**src/rtl/ptw_pkg.sv**
```systemverilog
`timescale 1ns/1ps
// ptw_pkg: constants, fault codes and state type shared by the table walker.
// Assumes 16 KiB pages and 8-byte table entries.
package ptw_pkg;
    localparam int PG_SH      = 14;              // log2 of page size
    localparam int ENT_SH     = 3;               // log2 of entry size
    localparam int IDX_W      = PG_SH - ENT_SH;  // entries per table page: 2048
    localparam int FLT_W      = 5;
    localparam int WIN_W      = PG_SH - 2;       // window in 4-byte units
    localparam int WIN_LO_LSB = 52;              // lowest allowed unit
    localparam int WIN_HI_LSB = 40;              // highest allowed unit

    typedef logic [FLT_W-1:0] flt_t;

    // One-hot causes; bit positions are decoded by the error-status register
    localparam flt_t FLT_NONE    = 5'b00000;
    localparam flt_t FLT_NO_TBL  = 5'b00001;
    localparam flt_t FLT_NO_L1   = 5'b00010;
    localparam flt_t FLT_NO_LEAF = 5'b00100;
    localparam flt_t FLT_WR      = 5'b01000;
    localparam flt_t FLT_RD      = 5'b10000;

    typedef enum logic [2:0] {
        ST_IDLE,
        ST_L1_REQ,
        ST_L1_WAIT,
        ST_L2_REQ,
        ST_L2_WAIT,
        ST_CHECK,
        ST_RESP
    } walk_st_e;
endpackage

```
**src/rtl/ptw_index.sv**
```systemverilog
`timescale 1ns/1ps
// ptw_index: forms the byte addresses of the level-1 slot and the leaf slot.
// Assumes the level-1 index (VA_W-25 bits) fits inside one table page.
module ptw_index
    import ptw_pkg::*;
#(
    parameter int VA_W = 32,
    parameter int PA_W = 36
) (
    input  logic [VA_W-1:PG_SH]  va_pg,
    input  logic [PA_W-PG_SH-1:0] tbl_page,
    input  logic [PA_W-PG_SH-1:0] l2_page,
    output logic [PA_W-1:0]      l1_addr,
    output logic [PA_W-1:0]      l2_addr
);
    localparam int L1_W = VA_W - PG_SH - IDX_W;

    logic [L1_W-1:0]  l1_idx;
    logic [IDX_W-1:0] l2_idx;

    // split the virtual page number into the two table indices
    assign l1_idx = va_pg[VA_W-1:PG_SH+IDX_W];
    assign l2_idx = va_pg[PG_SH+IDX_W-1:PG_SH];

    // slot address = table page base plus index times entry size
    assign l1_addr = {tbl_page, {PG_SH{1'b0}}} | (PA_W'(l1_idx) << ENT_SH);
    assign l2_addr = {l2_page,  {PG_SH{1'b0}}} | (PA_W'(l2_idx) << ENT_SH);
endmodule

```
**src/rtl/ptw_leaf_chk.sv**
```systemverilog
`timescale 1ns/1ps
// ptw_leaf_chk: judges a fetched leaf against the in-page offset and builds
// the physical address. Assumes PA_W < 40 so page bits stay below the window.
module ptw_leaf_chk
    import ptw_pkg::*;
#(
    parameter int PA_W = 36
) (
    input  logic [63:0]      leaf,
    input  logic [PG_SH-1:0] off,
    input  logic             is_wr,
    output flt_t             fault,
    output logic [PA_W-1:0]  pa
);
    logic [WIN_W-1:0] unit_idx;
    logic [WIN_W-1:0] win_lo;
    logic [WIN_W-1:0] win_hi;
    logic             outside;
    logic             unused_leaf;

    assign unit_idx    = off[PG_SH-1:2];
    assign win_lo      = leaf[WIN_LO_LSB +: WIN_W];
    assign win_hi      = leaf[WIN_HI_LSB +: WIN_W];
    assign outside     = (unit_idx < win_lo) || (unit_idx > win_hi);
    assign unused_leaf = ^{leaf[WIN_HI_LSB-1:PA_W], leaf[PG_SH-1:2]};

    // pick the cause: missing leaf first, then window violation by direction
    always_comb begin
        if (!leaf[0]) begin
            fault = FLT_NO_LEAF;
        end else if (!leaf[1] && outside) begin
            fault = is_wr ? FLT_WR : FLT_RD;
        end else begin
            fault = FLT_NONE;
        end
    end

    // the address is only meaningful on success; otherwise zero
    assign pa = (fault == FLT_NONE) ? {leaf[PA_W-1:PG_SH], off} : '0;
endmodule

```
**src/rtl/ptw_ctrl.sv**
```systemverilog
`timescale 1ns/1ps
// ptw_ctrl: sequencer of the walk. Assumes every accepted memory read returns
// exactly once, at least one cycle after acceptance.
module ptw_ctrl
    import ptw_pkg::*;
(
    input  logic       clk,
    input  logic       rst_n,
    input  logic       req_valid,
    input  logic       walk_ok,
    input  logic       mem_req_ready,
    input  logic       mem_rsp_valid,
    input  logic [1:0] rsp_type,
    output logic       req_ready,
    output logic       mem_req_valid,
    output logic       sel_l2,
    output logic       take_req,
    output logic       take_l1,
    output logic       l1_bad,
    output logic       take_leaf,
    output logic       do_check,
    output logic       rsp_valid
);
    walk_st_e st, st_nx;
    logic     l1_ok;

    assign l1_ok = (rsp_type == 2'b11);

    // state register
    always_ff @(posedge clk) begin
        if (!rst_n) st <= ST_IDLE;
        else        st <= st_nx;
    end

    // next-state decision
    always_comb begin
        st_nx = st;
        case (st)
            ST_IDLE:    if (req_valid)     st_nx = walk_ok ? ST_L1_REQ : ST_RESP;
            ST_L1_REQ:  if (mem_req_ready) st_nx = ST_L1_WAIT;
            ST_L1_WAIT: if (mem_rsp_valid) st_nx = l1_ok ? ST_L2_REQ : ST_RESP;
            ST_L2_REQ:  if (mem_req_ready) st_nx = ST_L2_WAIT;
            ST_L2_WAIT: if (mem_rsp_valid) st_nx = ST_CHECK;
            ST_CHECK:   st_nx = ST_RESP;
            ST_RESP:    st_nx = ST_IDLE;
            default:    st_nx = ST_IDLE;
        endcase
    end

    assign req_ready     = (st == ST_IDLE);
    assign take_req      = req_ready && req_valid;
    assign mem_req_valid = (st == ST_L1_REQ) || (st == ST_L2_REQ);
    assign sel_l2        = (st == ST_L2_REQ);
    assign take_l1       = (st == ST_L1_WAIT) && mem_rsp_valid;
    assign l1_bad        = take_l1 && !l1_ok;
    assign take_leaf     = (st == ST_L2_WAIT) && mem_rsp_valid;
    assign do_check      = (st == ST_CHECK);
    assign rsp_valid     = (st == ST_RESP);
endmodule

```
**src/rtl/ptw_walker.sv**
```systemverilog
`timescale 1ns/1ps
// ptw_walker: two-level table walk for one stream request at a time.
// Captures the request on acceptance, fetches the level-1 slot and the leaf
// through a stallable 64-bit read port, checks the leaf window and presents
// one response pulse. Assumes the read port answers each accepted read once.
module ptw_walker
    import ptw_pkg::*;
#(
    parameter int SID_W = 4,
    parameter int VA_W  = 32,
    parameter int PA_W  = 36
) (
    input  logic                  clk,
    input  logic                  rst_n,
    input  logic                  req_valid,
    output logic                  req_ready,
    input  logic [SID_W-1:0]      req_sid,
    input  logic [VA_W-1:0]       req_va,
    input  logic                  req_wr,
    input  logic                  xlat_en,
    input  logic                  tbl_valid,
    input  logic [PA_W-PG_SH-1:0] tbl_page,
    output logic                  mem_req_valid,
    input  logic                  mem_req_ready,
    output logic [PA_W-1:0]       mem_req_addr,
    input  logic                  mem_rsp_valid,
    input  logic [63:0]           mem_rsp_data,
    output logic                  rsp_valid,
    output logic [FLT_W-1:0]      rsp_fault,
    output logic [PA_W-1:0]       rsp_pa,
    output logic [SID_W-1:0]      rsp_sid
);
    localparam int PG_W = PA_W - PG_SH;

    logic             walk_ok;
    logic             sel_l2, take_req, take_l1, l1_bad, take_leaf, do_check;
    logic [VA_W-1:0]  va_q;
    logic             wr_q;
    logic [SID_W-1:0] sid_q;
    logic [PG_W-1:0]  page_q;
    logic [PG_W-1:0]  l2pg_q;
    logic [63:0]      leaf_q;
    flt_t             fault_q;
    logic [PA_W-1:0]  pa_q;
    logic [PA_W-1:0]  l1_addr, l2_addr;
    flt_t             chk_fault;
    logic [PA_W-1:0]  chk_pa;

    assign walk_ok = xlat_en && tbl_valid;

    ptw_ctrl u_ctrl (
        .clk           (clk),
        .rst_n         (rst_n),
        .req_valid     (req_valid),
        .walk_ok       (walk_ok),
        .mem_req_ready (mem_req_ready),
        .mem_rsp_valid (mem_rsp_valid),
        .rsp_type      (mem_rsp_data[1:0]),
        .req_ready     (req_ready),
        .mem_req_valid (mem_req_valid),
        .sel_l2        (sel_l2),
        .take_req      (take_req),
        .take_l1       (take_l1),
        .l1_bad        (l1_bad),
        .take_leaf     (take_leaf),
        .do_check      (do_check),
        .rsp_valid     (rsp_valid)
    );

    ptw_index #(.VA_W(VA_W), .PA_W(PA_W)) u_index (
        .va_pg    (va_q[VA_W-1:PG_SH]),
        .tbl_page (page_q),
        .l2_page  (l2pg_q),
        .l1_addr  (l1_addr),
        .l2_addr  (l2_addr)
    );

    ptw_leaf_chk #(.PA_W(PA_W)) u_leaf (
        .leaf  (leaf_q),
        .off   (va_q[PG_SH-1:0]),
        .is_wr (wr_q),
        .fault (chk_fault),
        .pa    (chk_pa)
    );

    // hold the accepted request for the whole walk
    always_ff @(posedge clk) begin
        if (!rst_n) begin
            va_q   <= '0;
            wr_q   <= 1'b0;
            sid_q  <= '0;
            page_q <= '0;
        end else if (take_req) begin
            va_q   <= req_va;
            wr_q   <= req_wr;
            sid_q  <= req_sid;
            page_q <= tbl_page;
        end
    end

    // keep the level-2 table page and the leaf returned by memory
    always_ff @(posedge clk) begin
        if (!rst_n) begin
            l2pg_q <= '0;
            leaf_q <= '0;
        end else begin
            if (take_l1)   l2pg_q <= mem_rsp_data[PA_W-1:PG_SH];
            if (take_leaf) leaf_q <= mem_rsp_data;
        end
    end

    // result register: set by whichever stage ends the walk
    always_ff @(posedge clk) begin
        if (!rst_n) begin
            fault_q <= FLT_NONE;
            pa_q    <= '0;
        end else if (take_req) begin
            fault_q <= walk_ok ? FLT_NONE : FLT_NO_TBL;
            pa_q    <= '0;
        end else if (l1_bad) begin
            fault_q <= FLT_NO_L1;
        end else if (do_check) begin
            fault_q <= chk_fault;
            pa_q    <= chk_pa;
        end
    end

    assign mem_req_addr = sel_l2 ? l2_addr : l1_addr;
    assign rsp_fault    = fault_q;
    assign rsp_pa       = pa_q;
    assign rsp_sid      = sid_q;
endmodule

```
**config.mk**
```make
export PLATFORM = sky130hd
export DESIGN_NAME = ptw_walker
export DESIGN_NICKNAME = d
export VERILOG_FILES = /design/src/rtl/ptw_pkg.sv /design/src/rtl/ptw_index.sv /design/src/rtl/ptw_leaf_chk.sv /design/src/rtl/ptw_ctrl.sv /design/src/rtl/ptw_walker.sv
export SDC_FILE = /design/constraint.sdc
export NUM_CORES = 1
export LEC_CHECK = 0
export CAP_MARGIN = 20
export CORE_MARGIN = 2
export CORE_UTILIZATION = 49
export CTS_CLUSTER_DIAMETER = 30
export CTS_CLUSTER_SIZE = 10
export DETAILED_ROUTE_END_ITERATION = 8
export DONT_BUFFER_PORTS = 1
export HOLD_SLACK_MARGIN = 0.03
export PLACE_DENSITY_LB_ADDON = 0.1
export SYNTH_ARGS = -nofsm -noshare
export SYNTH_HDL_FRONTEND = slang
export SYNTH_HIERARCHICAL = 1
export SYNTH_SLANG_ARGS = --single-unit
```
**constraint.sdc**
```tcl
create_clock -name clk -period 3.35 [get_ports clk]
set_clock_uncertainty 0.2 [all_clocks]
set_input_delay 0.1675 -clock clk [delete_from_list [all_inputs] [get_ports clk]]
set_output_delay 0.1675 -clock clk [all_outputs]
set_load 0.02 [all_outputs]
```
== After elaboration in Yosys (flattened, before gate mapping) ==
Index checks and enable logic that the tools add are counted.
Storage, ports and cells
  output and inout port bits: 84
  word-level logic and storage cells: 60
  flip-flop bits (word level): 189
Cells by class
  bitwise gates (word level): 4
  $lt $le $gt $ge: 2
  reductions and logical operators: 16
  equal/unequal tests: 12
  muxes and demuxes: 17
Operator list (count)
  36-bit two-way mux: 2
  36-bit by 10-bit bitwise OR with 36-bit output: 1
  36-bit by 14-bit bitwise OR with 36-bit output: 1
  5-bit two-way mux: 6
  3-bit two-way mux: 7
  3-bit one-hot mux with 6 select lines: 1
  12-bit greater-than comparator: 1
  12-bit < comparator: 1
  2-bit inequality test (second input constant): 5
  3-bit == test (second input constant): 3
  3-bit by 2-bit == test with 1-bit output (second input constant): 2
  1-bit logical AND: 6
  5-bit logical NOT: 1
  5-bit AND reduction: 1
  3-bit by 1-bit == test with 1-bit output (second input constant): 1
  3-bit logical NOT: 1
  3-bit nonzero test: 1
  2-bit == test (second input constant): 1
  1-bit logical NOT: 2
  1-bit logical OR: 2
  1-bit inverter: 2
  2-bit AND reduction: 1
  2-bit OR reduction: 1
  1-bit two-way mux: 1

== Depth between registers and ports, before layout ==
Gate-level depths: netlist (run 1).
  word-level depth: 8
  gate-level depth with buffers: 11
  depth with buffers taken out: 9

== Cells and area by module ==
Netlist (run 1), hierarchy kept.
By module, submodules not included
  ptw_walker: seq. area each 3723.6 um^2, cells an instance 687, times used 1, area each 7323.3 um^2
  ptw_leaf_chk: seq. area each 0.0 um^2, cells an instance 136, times used 1, area each 1161.1 um^2
  ptw_index: seq. area each 0.0 um^2, cells an instance 73, times used 1, area each 544.3 um^2
  ptw_ctrl: seq. area each 60.1 um^2, cells an instance 42, times used 1, area each 329.1 um^2

== Worst setup path before layout (run 1) ==
OpenSTA, ideal clock, no wires.
  kind: reg2reg
  from: register leaf_q[49]
  to: register pa_q[10] (netlist: rsp_pa[10])
  arrival: 1.959 ns
  buffers on the path: 2
  path slack: 1.120 ns
  cell stages (with the launch flop): 12
  library setup time: 0.070 ns
  path through: dfxtp_1 inv_1 ha_1 a211o_1 a21oi_2 o211ai_1 o211a_1 buf_6 buf_8 nor3b_2 nand2_1 a21oi_1
Between the ends
  word-level cells in the longest chain between the ends: 7
RTL lines
  from (decl): RTL line ptw_walker.sv:42  | logic [63:0] leaf_q;
  from (signal assigned): RTL line ptw_walker.sv:108  | if (take_leaf) leaf_q <= mem_rsp_data;
  12-bit greater-than comparator: RTL line ptw_leaf_chk.sv:24  | assign outside = (unit_idx < win_lo) || (unit_idx > win_hi);
  1-bit logical OR: RTL line ptw_leaf_chk.sv:24
  1-bit logical AND: RTL line ptw_leaf_chk.sv:31  | end else if (!leaf[1] && outside) begin
  5-bit two-way mux: RTL line ptw_leaf_chk.sv:31
  5-bit two-way mux: RTL line ptw_leaf_chk.sv:29  | if (!leaf[0]) begin
  5-bit logical NOT: RTL line ptw_leaf_chk.sv:39  | assign pa = (fault == FLT_NONE) ? {leaf[PA_W-1:PG_SH], off} : '0;
  36-bit two-way mux: RTL line ptw_leaf_chk.sv:39
  via chk_pa[10]: RTL line ptw_walker.sv:47  | logic [PA_W-1:0] chk_pa;
  to (signal assigned): RTL line ptw_walker.sv:124  | pa_q <= chk_pa;
  to (decl): RTL line ptw_walker.sv:44  | logic [PA_W-1:0] pa_q;
The timed path passes the listed nets, and every way through them passes these cells.
A chain may end at the register's enable or synchronous reset.

== Worst setup path after layout (run 1) ==
  from: register leaf_q[49]
  to: register pa_q[1] (netlist: rsp_pa[1])
The elaborated chain is that of the path after synthesis.

==> results.ini, run 1 <==
[timing]
finalCriticalPeriod_ns = 2.87
worst-slew-pin-transition_ns = 0.952
fin_setup_tns_ns = 0
grt_setup_unrepaired = no
max_slew_margin_pct = 36.5
fin_crit_sh_pct = 85.8
setup_viol = 0
report.final.slew_viol_count = 0
timing.hold.ws_ns = 0.0755
finalHoldViolCount = 0
max_freq_mhz = 348

[floorplan]
start_util_pct = 50.4
rows = 48
die-width_um = 138
die_h_um = 138
core_um2 = 17400
die_area_um2 = 19000
io_pins = 214

[detailed_routing]
ant_nets = 0
avgViaCountPerCell = 5.11
routed_wl_mm = 20.1
drt_iter0_drc = 215
drc = 0
routedWlPerCell_um = 17.3
drt-pass1-iter-count = 4
via_count = 5957

[global_route]
grt_pass1_vias = 6002
grt_pass1_wl_mm = 31.0
grt_usage_pct = 21.1
use_met1_pct = 24.8
grtUsageMet2_pct = 36.7
grt_busiest_layer = met2
use_met3_pct = 5.85
grt.overflow.total = 0
grt_max_degree = 135
antenna_found_initial = 1

[worst_setup_path]
path_class = flip-flop to flip-flop
crit_chain = inv_1, ha_1, a211o_1, a21oi_2, o211ai_1, o211a_2, buf_4, nor3b_1, nand2_1, a21oi_1
worstSetupPathDepth = 10
reg2reg_slack_ns = 0.48
arrival_ns = 3.00
crit_slowest_cell = o211a_2
start_kind = flip-flop
worst-path-buf-inv = 2
max_stage_delay_ns = 0.56
cpLargestDelayFamily = compound AO/OA/AOI/OAI gates
reg2reg_from = leaf_q[49]
worstRegToRegCells = 10
rr_endpoint = rsp_pa[1]
end_kind = flip-flop
crit_required_ns = 3.47
cp_max_fo = 26

[placed_design]
port-buffer-count = 0
dpl.hpwl_mm = 13.0
gp_congestion = 0.859

[clock_network]
clock_sinks = 173
clkTransAtPathRegs_ns = 0.06
cts_buffers = 17
cts.path.max_buffers = 2
cts_max_level = 4
cts_tree = built
cts_setup_buffers = 0
root_buffer = clkbuf_16
clk_latency_ns = 0.42

[worst_hold_path]
holdCritStartpoint = mem_req_ready
holdPathStages = 3
min_to = u_ctrl/st[2]
holdCritPathClass = input pin to flip-flop

[final_layout]
final_core_util_pct = 58.4
n_fill_cell = 1499
area_delta_synth_final_pct = 16.0
layout-drive-gt1-share_pct = 12.6
regArea_um2 = 3460
multiInputGateArea_um2 = 4310
fin_nets = 1080

[outcome]
status = finished clean

[power]
p_per_area_nw_per_um2 = 678
ir_drop_mv = 0.450
p_leak_nw = 3.53
total_power_mw = 6.89

[yosys]
syn_avg_cell_area_um2 = 9.86
synth_warnings = 6
synth_area_um2 = 8770
synthCells = 889

[job]
maxCapViolCount = 0

==> what timing repair did <==
item / in CTS / in global routing
hold buffers: 134 / 0
gates resized for setup: 0 / 0
endpoints found under the hold margin: 137 / 0
==> worst register-to-register path: cells and delay by family, from the launching register on <==
family                   cells  cell delay [ns]
AND/OR/NAND/NOR              2             0.27
AO/OA/AOI/OAI                5             1.34
buffers and inverters        2             0.35
flip-flops                   1             0.33
adder cells (fa/ha/maj)      1             0.30
==> metal layers <==
metal	up-vias	share of wire, %
met4	0	2.0
met1	2801	43
met5	-	0
met2	155	49
li1	2972	-
met3	29	6.7
==> metrics by stage <==
stage / instance area (um2) / setup WS (ns) / cells
5_1_grt: 10200 / 0.293 / 1165
2_1_floorplan: 8810 / 1.12 / 899
6_report: 10200 / 0.476 / 1166
3_3_place_gp: 8230 / 0.585 / 999
3_5_place_dp: 8230 / 0.517 / 999
4_1_cts: 10200 / 0.486 / 1165
==> state kept, by name, indices dropped and copies added, names as in the netlist <==
name / flops
va_q: 32
rsp_pa: 36
wr_q: 1
rsp_sid: 4
leaf_q: 48
page_q: 22
u_ctrl/st: 3
l2pg_q: 22
rsp_fault: 5
==> worst max-delay path by stage <==
stage	from	endpoint	slack [ns]
2_1_floorplan	leaf_q[49]	rsp_pa[10]	1.12
3_3_place_gp	leaf_q[49]	rsp_pa[26]	0.58
3_5_place_dp	leaf_q[49]	rsp_pa[1]	0.52
4_1_cts	leaf_q[49]	rsp_pa[1]	0.49
5_1_grt	leaf_q[49]	rsp_pa[1]	0.29
6_report	leaf_q[49]	rsp_pa[1]	0.48
==> cells in the final DEF, fill, tap and decap left out, types with 12 or more instances in the layout <==
cell and n:
nor2b_1 133, mux2_2 36, dfxtp_1 173, inv_1 27
clkbuf_16 17, dlygate4sd3_1 133, ha_1 23, conb_1 12
mux2i_1 134, nor3b_2 29, a21oi_1 44, nand2_1 79
==> area by class of cell <==
cell class                 instances  share of cell area [%]
multi-input combinational        564                    42.4
sequential                       173                    34.1
timing repair buffer             144                    14.1
clock buffer                      24                    4.84
tap                              225                    2.77
inverter                          27                   0.997
clock inverter                     8                   0.824
antenna                            1                  0.0246
==> report_power, final <==
part | leakage (nW) | switching (mW) | internal (mW) | total, mW
Sequential | 1.41 | 0.242 | 2.34 | 2.58
Clock | 0.273 | 0.800 | 1.11 | 1.91
Combinational | 1.85 | 1.41 | 0.995 | 2.41
Total | 3.53 | 2.45 | 4.44 | 6.89
No activity file was read; power rests on OpenSTA's default activity.
==> inputs of run 2 (changes only) <==
==> constraint.sdc (replaced) <==
create_clock -name clk -period 3.4 [get_ports clk]
set_clock_uncertainty 0.2 [all_clocks]
set_input_delay 0.17 -clock clk [delete_from_list [all_inputs] [get_ports clk]]
set_output_delay 0.17 -clock clk [all_outputs]
set_load 0.02 [all_outputs]
==> run 2 against run 1 <==
Against the previous run: final cell count up 2.6%; sequential share of layout area down 1.0 points; design area increased by 3.1%; power shrank 0.17%; sequential power fell by 2%; critical path type is now flip-flop to output port; register-to-register slack better by 0.11 ns; via count up 2.5%; die area stayed put; critical path depth decreased by 7.
==> results.ini, run 2 (same netlist as run 1, synthesis figures left out) <==
[outcome]
status = finished clean

[placed_design]
gp_congestion = 0.819  ; -4.7%
dpl.hpwl_mm = 13.2  ; +1.4%
numPlacedInstances = 997  ; -0.20%
port-buffer-count = 0  ; unchanged

[detailed_routing]
routed_wl_mm = 20.9  ; +3.8%
routedWlPerCell_um = 17.5  ; +1.2%
avgViaCountPerCell = 5.10  ; about the same
drt-pass1-iter-count = 4  ; unchanged
via_count = 6105  ; +2.5%
ant_nets = 0  ; unchanged
drt_iter0_drc = 229  ; +6.5%
drc = 0  ; unchanged

[global_route]
grt_pass1_vias = 6154  ; +2.5%
grt_usage_pct = 22.1  ; +1.0 points
grt_max_degree = 135  ; unchanged
grt_pass1_wl_mm = 32.5  ; +4.7%
grt.overflow.total = 0  ; unchanged
antenna_found_initial = 0  ; -1

[final_layout]
fin_cells = 1196  ; +2.6%
n_fill_cell = 1467  ; -2.1%
fin_nets = 1114  ; +3.1%
layout-drive-gt1-share_pct = 11.6  ; -0.92 points
final_common_cell = dfxtp_1
antenna_cells = 0  ; -1
final_cell_mix = dfxtp_1 (173), dlygate4sd3_1 (169), mux2i_1 (134), nor2b_1 (133), nand2_1 (79)
largest_reg_flops = 48  ; unchanged
regMostFlops = leaf_q
area_delta_synth_final_pct = 19.5

[job]
maxCapViolCount = 0  ; unchanged

[worst_setup_path]
cp_max_fo = 36  ; +38%
path_class = flip-flop to output port
reg2reg_slack_ns = 0.59  ; +0.11 ns
worstRegToRegCells = 5  ; -5
crit_required_ns = 3.03  ; -0.44 ns
arrival_ns = 2.64  ; -0.36 ns
end_kind = output port
reg2reg_from = u_ctrl/st[1]
rr_endpoint = leaf_q[60]
start_kind = flip-flop

[timing]
finalCriticalPeriod_ns = 3.01
worst-slew-pin-transition_ns = 0.948  ; -0.00411 ns
fin_setup_tns_ns = 0  ; unchanged
setup_viol = 0  ; unchanged
report.final.slew_viol_count = 0  ; unchanged
grt_setup_unrepaired = no
fin_crit_sh_pct = 88.5
finalHoldViolCount = 0  ; unchanged
max_freq_mhz = 332
max_slew_margin_pct = 36.8  ; +0.27 points

[clock_network]
cts_tree = built
cts_buffers = 17  ; unchanged
cts_max_level = 4  ; unchanged
clk_latency_ns = 0.42  ; about the same
cts_resized = 0  ; unchanged
clock_sinks = 173  ; unchanged
cts.path.max_buffers = 2  ; unchanged
root_buffer = clkbuf_16
clkTransAtPathRegs_ns = 0.06  ; about the same

[floorplan]
die_area_um2 = 19000  ; unchanged
die-width_um = 138  ; unchanged
start_util_pct = 50.4  ; unchanged
die_h_um = 138  ; unchanged
core_um2 = 17400  ; unchanged
io_pins = 214  ; unchanged
rows = 48  ; unchanged

[worst_hold_path]
holdCritStartpoint = mem_req_ready
holdPathStages = 3  ; unchanged
min_to = u_ctrl/st[2]
holdCritPathClass = input pin to flip-flop

[power]
p_per_area_nw_per_um2 = 656  ; -3.1%
p_leak_nw = 3.71  ; +5.1%
ir_drop_mv = 0.642  ; +43%

[run 2: cell count changes in the layout (fill, tap and decap cells not counted), sizes merged]
cell / delta
clkinv: -1
dlygate4sd3: +36
clkbuf: -2
buf: -2
diode: -1
[run 2: area by class of cell]
class / instances / area (um2) / share of cell area [%]
Clock buffer: 22 / 464 / 4.43
Clock inverter: 7 / 67.6 / 0.645
Inverter: 27 / 101 / 0.967
Multi-Input combinational cell: 564 / 4310 / 41.1
Sequential cell: 173 / 3460 / 33.0
Tap cell: 225 / 282 / 2.69
Timing Repair Buffer: 178 / 1790 / 17.1
[run 2: layer usage]
metal | global-route usage (%) | vias to the layer above | share of wire, %
li1 | - | 3031 | -
met1 | 27.1 | 2863 | 44
met2 | 37.2 | 171 | 48
met3 | 5.85 | 40 | 6.2
met4 | 8.05 | 0 | 2.3
met5 | 0 | - | 0
[run 2: report_power, final]
| group | total (mW) | leakage [nW] | switching (mW) | internal, mW |
|---|---|---|---|---|
| clock network | 1.79 | 0.254 | 0.759 | 1.03 |
| logic | 2.55 | 2.05 | 1.43 | 1.11 |
| registers | 2.54 | 1.41 | 0.241 | 2.30 |
[run 2: worst max-delay path: stages, from the launching register on]
cell,delay [ns]
dfxtp_1,0.59
and2b_1,0.31
and2_2,0.79
mux2_2,0.49
[run 2: worst max-delay path by stage]
| stage | from | to | cells past startpoint |
|---|---|---|---|
| after floorplan | leaf_q[49] | rsp_pa[10] | 11 |
| after global placement | va_q[3] | rsp_pa[28] | 8 |
| after detailed placement | leaf_q[49] | rsp_pa[27] | 10 |
| after CTS | u_ctrl/st[0] | mem_req_addr[33] | 3 |
| after global routing | u_ctrl/st[0] | mem_req_addr[29] | 3 |
| final | u_ctrl/st[0] | mem_req_addr[29] | 3 |
[run 2: what timing repair did]
item | in CTS | in global routing
buffers inserted | 0 | 0
hold buffers | 170 | 0
endpoints found under the hold margin | 137 | 0
[run 2: through the flow]
step	power [mW]	hold slack, ns	worst slack [ns]	util [%]	cell area [um2]
floorplan	4.69	0.0826	1.17	-	8810
global placement	4.61	0.0995	0.581	47.1	8210
detailed placement	4.78	0.0962	0.694	47.3	8230
CTS	6.89	0.0546	0.398	60.2	10500
global route	7.24	0.0772	0.258	60.2	10500
finish	6.88	0.0860	0.390	60.2	10500
==> inputs of run 3 (changes only) <==
--- a/config.mk
+++ b/config.mk
@@ -14,6 +14,7 @@
 export DONT_BUFFER_PORTS = 1
 export HOLD_SLACK_MARGIN = 0.03
 export PLACE_DENSITY_LB_ADDON = 0.1
+export RECOVER_POWER = 100
 export SYNTH_ARGS = -nofsm -noshare
 export SYNTH_HDL_FRONTEND = slang
 export SYNTH_HIERARCHICAL = 1
==> run 3 against run 2 <==
Against the previous run: the run now ends with max-capacitance violations, max-slew violations left; sequential cell count did not move; non-clock buffer count did not move; sequential share of layout area rose by 0.099 points; register-to-register slack got worse by 0.13 ns; via count fell by 0.21%; first-iteration DRC count fell by 5.7%; clock-buffer cell count did not move; utilization fell by 0.18 points; worst hold slack improved by 0.0040 ns; combinational power fell by 2%; critical endpoint unchanged.
==> results.ini, run 3 (same netlist as run 1, synthesis figures left out) <==
[global_route]
grt.overflow.total = 0  ; unchanged
antenna_found_initial = 0  ; unchanged
grt_usage_pct = 22.1  ; unchanged
grt_pass1_vias = 6154  ; unchanged
grt_pass1_wl_mm = 32.5  ; unchanged
grt_max_degree = 135  ; unchanged

[final_layout]
fin_nets = 1114  ; unchanged
regMostFlops = leaf_q
multiInputGateArea_um2 = 4300  ; -0.17%
final_cell_mix = dfxtp_1 (173), dlygate4sd3_1 (169), mux2i_1 (134), nor2b_1 (133), nand2_1 (79)
largest_reg_flops = 48  ; unchanged
area_delta_synth_final_pct = 19.2
regArea_um2 = 3460  ; unchanged
final_area_um2 = 10500  ; -0.30%
layout-drive-gt1-share_pct = 7.93  ; -3.7 points
antenna_cells = 0  ; unchanged
final_common_cell = dfxtp_1
n_fill_cell = 1472  ; +0.34%

[placed_design]
placed_cell_area_um2 = 8230  ; unchanged
gp_congestion = 0.819  ; unchanged
port-buffer-count = 0  ; unchanged
dpl.hpwl_mm = 13.2  ; unchanged

[outcome]
violations = max-capacitance violations, max-slew violations
status = complete, but fails checks

[timing]
fin_setup_tns_ns = 0  ; unchanged
max_freq_mhz = 330  ; -0.63%
timing.hold.ws_ns = 0.0900  ; +0.00404 ns
setup_viol = 0  ; unchanged
finalHoldViolCount = 0  ; unchanged
finalCriticalPeriod_ns = 3.03  ; +0.0191 ns
worst-slew-pin-transition_ns = 1.72  ; +0.773 ns
fin_crit_sh_pct = 89.1  ; +0.56 points
max_slew_margin_pct = -14.8  ; -52 points
report.final.slew_viol_count = 23  ; +23
grt_setup_unrepaired = no

[job]
maxCapViolCount = 1  ; +1

[floorplan]
die_area_um2 = 19000  ; unchanged
start_util_pct = 50.4  ; unchanged
die_h_um = 138  ; unchanged
die-width_um = 138  ; unchanged
core_um2 = 17400  ; unchanged
io_pins = 214  ; unchanged
rows = 48  ; unchanged

[detailed_routing]
via_count = 6092  ; -0.21%
routedWlPerCell_um = 17.5  ; -0.13%
drt_iter0_drc = 216  ; -5.7%
avgViaCountPerCell = 5.09  ; -0.21%
ant_nets = 0  ; unchanged
drc = 0  ; unchanged
drt-pass1-iter-count = 4  ; unchanged
routed_wl_mm = 20.9  ; -0.13%

[worst_hold_path]
holdCritPathClass = input pin to flip-flop
holdCritStartpoint = mem_req_ready

[worst_setup_path]
max_stage_delay_ns = 0.79  ; about the same
rr_endpoint = rsp_pa[4]
path_class = flip-flop to output port
crit_chain = and2b_1, and2_2, mux2_1
arrival_ns = 2.66  ; +0.02 ns
worstRegToRegCells = 5  ; unchanged
crit_end = mem_req_addr[29]
crit_required_ns = 3.03  ; about the same
cp-startpoint = u_ctrl/st[0]
crit_slowest_cell = and2_2
end_kind = output port
reg2reg_slack_ns = 0.46  ; -0.13 ns
start_kind = flip-flop
cp_max_fo = 36  ; unchanged
reg2reg_from = u_ctrl/st[1]

[power]
seqPwrFrac_pct = 37.1  ; about the same
p_per_area_nw_per_um2 = 655  ; -0.25%
switchingPower_mw = 2.42  ; -0.49%
intPower_mw = 4.42  ; -0.59%
pwr-share-clk_pct = 26.1  ; about the same
p_leak_nw = 3.73  ; +0.47%
swShare_pct = 35.4  ; about the same
power_frac_comb_pct = 36.7  ; -0.3 points
ir_drop_mv = 0.647  ; +0.78%

[clock_network]
cts_resized = 0  ; unchanged
root_buffer = clkbuf_16
cts_tree = built
clk_latency_ns = 0.42  ; about the same
cts_buffers = 17  ; unchanged
cts_max_level = 4  ; unchanged
cts.path.max_buffers = 2  ; unchanged
clock_sinks = 173  ; unchanged
clkTransAtPathRegs_ns = 0.06  ; about the same

==> run 3: worst min-delay path by stage <==
stage                   end  cells past startpoint
2_1_floorplan  u_ctrl/st[0]                      2
3_3_place_gp   u_ctrl/st[0]                      2
3_5_place_dp   u_ctrl/st[0]                      2
4_1_cts        u_ctrl/st[2]                      3
5_1_grt        u_ctrl/st[2]                      3
6_report       u_ctrl/st[2]                      3
==> run 3: metrics by stage <==
step                util [%]  instances  setup WS (ns)  power (mW)
floorplan                  -        899           1.17        4.69
global placement        47.1        996          0.581        4.61
detailed placement      47.3        997          0.694        4.78
CTS                     60.2       1196          0.398        6.89
global route            60.0       1196          0.210        7.21
finish                  60.0       1196          0.371        6.84
==> run 3: cell type report <==
| cell class | instances | share of cell area (%) |
|---|---|---|
| Clock inverter | 7 | 0.647 |
| Inverter | 27 | 0.970 |
| Tap cell | 225 | 2.69 |
| Clock buffer | 22 | 4.44 |
| Multi-Input combinational cell | 564 | 41.2 |
| Sequential cell | 173 | 33.1 |
| Timing Repair Buffer | 178 | 16.9 |
==> run 3: power by group through the flow <==
stage               registers (mW)  logic (mW)  clock network, mW
CTS                           2.53        2.53               1.82
detailed placement            2.57        2.20                  0
floorplan                     2.48        2.20                  0
global placement              2.56        2.05                  0
global route                  2.57        2.72               1.91
finish                        2.54        2.51               1.79
==> run 3: worst max-delay path, delay by kind of cell (launching register included) <==
kind	cells	cell delay (ns)
flip-flops	1	0.58
multiplexers	1	0.50
AND/OR/NAND/NOR	2	1.10
==> run 3: what timing repair did <==
item	4_1_cts	5_1_grt
hold buffers	170	0
setup endpoints to repair	0	0
hold endpoints to repair	137	0
setup buffers	0	0
==> run 3: layer usage <==
metal	vias to the layer above	routed length, um	global-route usage (%)
met5	-	0	0
met4	0	413	8.05
met3	36	1330	5.85
met2	161	9940	37.2
met1	2866	9190	27.1
li1	3029	-	-
